--- config.mk ---
export PLATFORM = sky130hd
export DESIGN_NAME = burst_addr_gen
export DESIGN_NICKNAME = d
export VERILOG_FILES = /design/src/rtl/burst_pkg.sv /design/src/rtl/burst_legal_chk.sv /design/src/rtl/burst_step.sv /design/src/rtl/burst_lanes.sv /design/src/rtl/burst_beat_ctr.sv /design/src/rtl/burst_addr_gen.sv
export SDC_FILE = /design/constraint.sdc
export NUM_CORES = 1
export LEC_CHECK = 0
export BUFFER_PORTS_ARGS = -buffer_cell sky130_fd_sc_hd__buf_2
export CORE_UTILIZATION = 45
export DETAILED_ROUTE_END_ITERATION = 10
export MAX_ROUTING_LAYER = met4
export SLEW_MARGIN = 20
export SYNTH_ARGS = -nofsm -noshare
export SYNTH_HDL_FRONTEND = slang
export SYNTH_SLANG_ARGS = --single-unit
--- constraint.sdc ---
create_clock -name clk_i -period 6.9 [get_ports clk_i]
set_clock_uncertainty 0.15 [all_clocks]
set_input_delay 0.69 -clock clk_i [delete_from_list [all_inputs] [get_ports clk_i]]
set_output_delay 0.69 -clock clk_i [all_outputs]
set_load 0.01 [all_outputs]
--- src/rtl/burst_pkg.sv ---
package burst_pkg;
  typedef enum logic [1:0] {
    BURST_FIXED = 2'b00,
    BURST_INCR  = 2'b01,
    BURST_WRAP  = 2'b10,
    BURST_RSVD  = 2'b11
  } burst_e;
endpackage

--- src/rtl/burst_legal_chk.sv ---
module burst_legal_chk import burst_pkg::*; #(
  parameter int ADDR_W   = 32,
  parameter int LEN_W    = 8,
  parameter int SIZE_MAX = 3
) (
  input  logic [ADDR_W-1:0] addr_i,
  input  logic [LEN_W-1:0]  len_i,
  input  logic [2:0]        size_i,
  input  burst_e            burst_i,
  output logic              legal_o
);
  logic [ADDR_W-1:0] sz_mask;
  logic size_ok, wrap_len_ok, aligned;

  always_comb begin
    sz_mask     = (ADDR_W'(1) << size_i) - ADDR_W'(1);
    size_ok     = (int'(size_i) <= SIZE_MAX);
    aligned     = ((addr_i & sz_mask) == '0);
    wrap_len_ok = (len_i == LEN_W'(1)) || (len_i == LEN_W'(3)) ||
                  (len_i == LEN_W'(7)) || (len_i == LEN_W'(15));
    unique case (burst_i)
      BURST_FIXED, BURST_INCR: legal_o = size_ok;
      BURST_WRAP:              legal_o = size_ok && wrap_len_ok && aligned;
      default:                 legal_o = 1'b0;
    endcase
  end
endmodule

--- src/rtl/burst_step.sv ---
module burst_step import burst_pkg::*; #(
  parameter int ADDR_W = 32,
  parameter int LEN_W  = 8
) (
  input  logic [ADDR_W-1:0] cur_i,
  input  logic [ADDR_W-1:0] base_i,
  input  logic [LEN_W-1:0]  len_i,
  input  logic [2:0]        size_i,
  input  burst_e            burst_i,
  output logic [ADDR_W-1:0] next_o
);
  logic [ADDR_W-1:0] nb, aligned, lin, wmask, wbase;

  always_comb begin
    nb      = ADDR_W'(1) << size_i;
    aligned = cur_i & ~(nb - ADDR_W'(1));
    lin     = aligned + nb;
    wmask   = ((ADDR_W'(len_i) + ADDR_W'(1)) << size_i) - ADDR_W'(1);
    wbase   = base_i & ~wmask;
    unique case (burst_i)
      BURST_FIXED: next_o = cur_i;
      BURST_WRAP:  next_o = wbase | (lin & wmask);  // fold at window top
      default:     next_o = lin;
    endcase
  end
endmodule

--- src/rtl/burst_lanes.sv ---
module burst_lanes #(
  parameter int LANE_W = 3
) (
  input  logic [LANE_W-1:0] off_i,
  input  logic [2:0]        size_i,
  output logic [LANE_W-1:0] lo_o,
  output logic [LANE_W-1:0] hi_o
);
  logic [LANE_W:0] full_mask;

  always_comb begin
    full_mask = ((LANE_W+1)'(1) << size_i) - (LANE_W+1)'(1);
    lo_o      = off_i;
    hi_o      = off_i | full_mask[LANE_W-1:0];
  end
endmodule

--- src/rtl/burst_beat_ctr.sv ---
module burst_beat_ctr #(
  parameter int LEN_W = 8
) (
  input  logic             clk_i,
  input  logic             rst_ni,
  input  logic             load_i,
  input  logic             adv_i,
  input  logic [LEN_W-1:0] len_i,
  output logic             last_o
);
  logic [LEN_W-1:0] cnt_q;

  always_ff @(posedge clk_i or negedge rst_ni) begin
    if (!rst_ni)     cnt_q <= '0;
    else if (load_i) cnt_q <= '0;
    else if (adv_i)  cnt_q <= cnt_q + LEN_W'(1);
  end

  assign last_o = (cnt_q == len_i);

  AST_CNT_BOUND: assert property (@(posedge clk_i) disable iff (!rst_ni)
    cnt_q <= len_i);
endmodule

--- src/rtl/burst_addr_gen.sv ---
module burst_addr_gen import burst_pkg::*; #(
  parameter int ADDR_W     = 32,
  parameter int DATA_BYTES = 8,
  parameter int LEN_W      = 8,
  localparam int LANE_W    = (DATA_BYTES > 1) ? $clog2(DATA_BYTES) : 1,
  localparam int SIZE_MAX  = $clog2(DATA_BYTES)
) (
  input  logic              clk_i,
  input  logic              rst_ni,
  input  logic              start_i,
  input  logic [ADDR_W-1:0] addr_i,
  input  logic [LEN_W-1:0]  len_i,
  input  logic [2:0]        size_i,
  input  logic [1:0]        burst_i,
  input  logic              next_i,
  output logic              active_o,
  output logic [ADDR_W-1:0] addr_o,
  output logic [LANE_W-1:0] lane_lo_o,
  output logic [LANE_W-1:0] lane_hi_o,
  output logic              last_o,
  output logic              err_o
);
  logic [ADDR_W-1:0] addr_q, base_q, next_addr;
  logic [LEN_W-1:0]  len_q;
  logic [2:0]        size_q;
  burst_e            burst_q, burst_in;
  logic              active_q, err_q, legal, ctr_last, adv;

  assign burst_in = burst_e'(burst_i);

  burst_legal_chk #(.ADDR_W(ADDR_W), .LEN_W(LEN_W), .SIZE_MAX(SIZE_MAX)) i_legal (
    .addr_i(addr_i), .len_i(len_i), .size_i(size_i), .burst_i(burst_in), .legal_o(legal)
  );

  burst_step #(.ADDR_W(ADDR_W), .LEN_W(LEN_W)) i_step (
    .cur_i(addr_q), .base_i(base_q), .len_i(len_q), .size_i(size_q),
    .burst_i(burst_q), .next_o(next_addr)
  );

  burst_lanes #(.LANE_W(LANE_W)) i_lanes (
    .off_i(addr_q[LANE_W-1:0]), .size_i(size_q), .lo_o(lane_lo_o), .hi_o(lane_hi_o)
  );

  assign adv = active_q && next_i && !start_i && !ctr_last;

  burst_beat_ctr #(.LEN_W(LEN_W)) i_ctr (
    .clk_i(clk_i), .rst_ni(rst_ni), .load_i(start_i), .adv_i(adv),
    .len_i(len_q), .last_o(ctr_last)
  );

  always_ff @(posedge clk_i or negedge rst_ni) begin
    if (!rst_ni) begin
      addr_q   <= '0;
      base_q   <= '0;
      len_q    <= '0;
      size_q   <= '0;
      burst_q  <= BURST_FIXED;
      active_q <= 1'b0;
      err_q    <= 1'b0;
    end else if (start_i) begin
      len_q    <= len_i;
      size_q   <= size_i;
      burst_q  <= burst_in;
      active_q <= legal;
      err_q    <= !legal;
      if (legal) begin
        addr_q <= addr_i;
        base_q <= addr_i;
      end
    end else if (active_q && next_i) begin
      if (ctr_last) active_q <= 1'b0;
      else          addr_q   <= next_addr;
    end
  end

  assign active_o = active_q;
  assign addr_o   = addr_q;
  assign last_o   = active_q && ctr_last;
  assign err_o    = err_q;

  AST_FIXED_HOLD: assert property (@(posedge clk_i) disable iff (!rst_ni)
    active_q && burst_q == BURST_FIXED && next_i && !start_i |=> $stable(addr_q));

  AST_ALIGN_LATER: assert property (@(posedge clk_i) disable iff (!rst_ni)
    adv && burst_q != BURST_FIXED
    |=> (addr_q & ((ADDR_W'(1) << size_q) - ADDR_W'(1))) == '0);

  AST_WRAP_WINDOW: assert property (@(posedge clk_i) disable iff (!rst_ni)
    active_q && burst_q == BURST_WRAP
    |-> ((addr_q ^ base_q) & ~(((ADDR_W'(len_q) + ADDR_W'(1)) << size_q) - ADDR_W'(1))) == '0);

  AST_LAST_ENDS: assert property (@(posedge clk_i) disable iff (!rst_ni)
    last_o && next_i && !start_i |=> !active_o);

  AST_IDLE_HOLD: assert property (@(posedge clk_i) disable iff (!rst_ni)
    !active_q && !start_i |=> $stable(addr_q));

  AST_ERR_IDLE: assert property (@(posedge clk_i) disable iff (!rst_ni)
    err_q |-> !active_q);
endmodule

==> results.sh <==
export IMPL_worst_setup_path_type="register to register"
export IMPL_cts_hold_buf=0
export IMPL_placement_rows=43
export IMPL_synth_edf_count=0
export IMPL_first_pass_iters=5
export IMPL_place_congestion=0.890
export IMPL_power_mw=1.90
export IMPL_grt_use_met3_pct=5.34
export IMPL_timing_setup_tns_ns=0
export IMPL_grt_pass1_wl_mm=32.1
export IMPL_static_leakage_power_nw=3.22
export IMPL_asyncSetResetFlopFracSynth_pct=100
export IMPL_critical_path_required_ns=7.02
export IMPL_hp_class="input pin to asynchronous set/reset pin"
export IMPL_groute_layer_met2_usage_pct=43.4
export IMPL_post_cts_setup_buffer_count=0
export IMPL_num_nets_final=914
export IMPL_h_tree_depth=3
export IMPL_clkSlewWorstSetupHoldPaths_ns=0.06
export IMPL_via_count=6256
export IMPL_status="completed"
export IMPL_syn2layout_area_growth_pct=13.6
export IMPL_synth_largest_type_area_fraction_pct=33.4
export IMPL_grt_pass1_vias=5885
export IMPL_layout_core_utilization_pct=52.9
export IMPL_cp_data_arrival_time_ns=4.67
export IMPL_layout_drive_gt1_share_pct=17.8
export IMPL_synth_seq_area_share_pct=33.4
export IMPL_critical_path_slowest_cell="o41ai_1"
export IMPL_groute_usage_overall_pct=28.9
export IMPL_slew_headroom_pct=45.7
export IMPL_synth_area_per_cell_sq_um=8.19
export IMPL_routed_via_density=6.02
export IMPL_insertedDiodeCount=0
export IMPL_die_area_sq_um=15000
export IMPL_setup_viol_count_final=0
export IMPL_grt_remaining_overflow=0
export IMPL_grt_max_degree=64
export IMPL_dpl_hpwl_mm=14.3
export IMPL_initial_antenna_violation_count=0
export IMPL_cts_root_to_sink_buffers=2
export IMPL_yosys_register_bits=87
export IMPL_yosys_top_cells_area="dfrtp_1 (33%), nand2_1 (8.4%), xnor2_1 (4.6%)"
export IMPL_wirelength_mm=20.2
export IMPL_net_count_synth=854
export IMPL_drc=0
export IMPL_final_max_slew_violation_count=0
export IMPL_drt_iter0_drc=511
export IMPL_ant_nets_after_route=0
export IMPL_cts_root_buf="clkbuf_16"
export IMPL_synth_lib_cells_used_distinct=74
export IMPL_synth_largest_area_cell="dfrtp_1"
export IMPL_syn_inst=795
export IMPL_maximum_operating_frequency_mhz=219
export IMPL_top_level_ports=90
export IMPL_cp_max_fo=13
export IMPL_startpoint_class_of_the_critical_path="register"
export IMPL_fp_dieW_microns=122
export IMPL_fin_ws_ns=2.34
export IMPL_die_height_microns=122
export IMPL_grt_util_met1_pct=39.6
export IMPL_top_count_cell_post_synth="nand2_1"
export IMPL_worst_slew_pin_transition_ns=0.804
export IMPL_power_ir_vdd_worst_mv=0.248
export IMPL_min_period_ns=4.56
export IMPL_critical_path_max_stage_delay_ns=0.78
export IMPL_cts_sinks=87
export IMPL_power_density_nw_per_um2=256
export IMPL_timing_hold_violations_final=0
export IMPL_cap_violations=0
export IMPL_numPortBuffers=89
export IMPL_core_sq_um=14000
export IMPL_placement_setup_worst_slack_ns=2.16
export IMPL_period_share_pct=66.1
export IMPL_cp_end_kind="register"
export IMPL_syn_cell_area_sq_um=6510
export IMPL_route_detailed_wl_per_inst_microns=19.4
export IMPL_yosys_warnings=0
export IMPL_ff2ff_setup_slack_ns=2.34
export IMPL_critical_path_cell_chain="ha_1 > and3_1 > xnor2_1 > o211ai_1 > o41ai_1 > nand2_1 > or3_1 > nor4_1 > ha_1 > nor2_1 > nor4bb_1 > a211oi_1 > o211ai_1"
export IMPL_synthFlopType="dfrtp_1"
export IMPL_tritoncts="done"
export IMPL_clock_insertion_delay_worst_skew_ns=0.35
export IMPL_synthTopCellsByCount="nand2_1 (146), dfrtp_1 (87), nor2_1 (56)"
export IMPL_rsz0062_at_grt="no"
export IMPL_ctsResizeCount=0
export IMPL_numCtsBuffers=9
export IMPL_initial_utilization_pct=46.5
export IMPL_grt_busiest_layer="met2"
-- final timing paths --
check | depth (start not counted) | from | endpoint
max | 13 | len_q[0] | addr_o[31]
min | 1 | rst_ni | i_ctr.cnt_q[5]
max reg2reg | 13 | len_q[0] | addr_o[31]
min reg2reg | 2 | base_q[6] | base_q[6]
max in group asynchronous | 2 | rst_ni | addr_o[20]
min in group clk_i | 2 | base_q[6] | base_q[6]
-- layer usage --
layer | vias to the layer above | routed length [microns] | part of all wire [%]
met5 | - | 0 | 0
met4 | 0 | 459 | 2.3
met3 | 26 | 1220 | 6.1
met2 | 197 | 9090 | 45
met1 | 3070 | 9400 | 47
li1 | 2963 | - | -
-- logic make-up after synthesis --
kind of cell	after synthesis	synth area share [%]
flip-flops	87	33.4
multiplexers	41	6.98
buffers and inverters	65	4.32
XOR/XNOR	54	7.27
adder cells (fa/ha/maj)	10	1.92
AND/OR/NAND/NOR	347	26.1
AO/OA/AOI/OAI	191	20.0
-- worst max-delay path, delay by kind of cell (launching register included) --
family          cells  cell delay [ns]
compound gates      4             1.19
xor+xnor            1             0.20
fa+ha+maj           2             0.58
flops               1             0.64
simple gates        6             1.72
-- area by class of cell --
type                       count  area (sq um)
sequential                    87          2180
tap                          180           225
inverter                      14          52.6
clock inverter                 6           113
timing repair buffer         100           531
multi-input combinational    643          4060
fill                        1408          6590
clock buffer                  10           239
-- metrics by stage --
stage | std cells | hold slack [ns] | area, sq um
after floorplan | 795 | 0.244 | 6510
after global placement | 1024 | 0.302 | 7050
after detailed placement | 1024 | 0.309 | 7050
after CTS | 1040 | 0.115 | 7400
after global routing | 1040 | 0.121 | 7400
final | 1040 | 0.115 | 7400
-- cells in the final DEF, fill, tap and decap left out, types with 8 or more instances in the layout --
master,count
nand2_1,146
buf_2,88
dfrtp_1,87
nor2_1,55
a21oi_1,41
xnor2_1,34
o21ai_0,30
mux2i_1,24
o21ai_1,21
nor3_1,20
xor2_1,20
nand3_1,19
o211ai_1,16
mux2_2,15
or3_1,13
nand2b_1,13
nor2b_1,13
and3_1,12
buf_4,12
inv_1,11
a22oi_1,11
ha_1,10
nand4_1,9
clkbuf_16,9
nor4_1,8
-- registers in the layout, indices dropped and copies added, names as in the netlist --
register	cells
addr_o	32
base_q	32
i_ctr.cnt_q	8
len_q	8
size_q	3
burst_q	2
active_o	1
err_o	1
-- power by group --
part	leakage (nW)	internal, mW	switching (mW)
clock network	0.173	0.366	0.224
logic	1.98	0.252	0.350
registers	1.07	0.594	0.111
total	3.22	1.21	0.685
(Power assumes the default switching activity.)
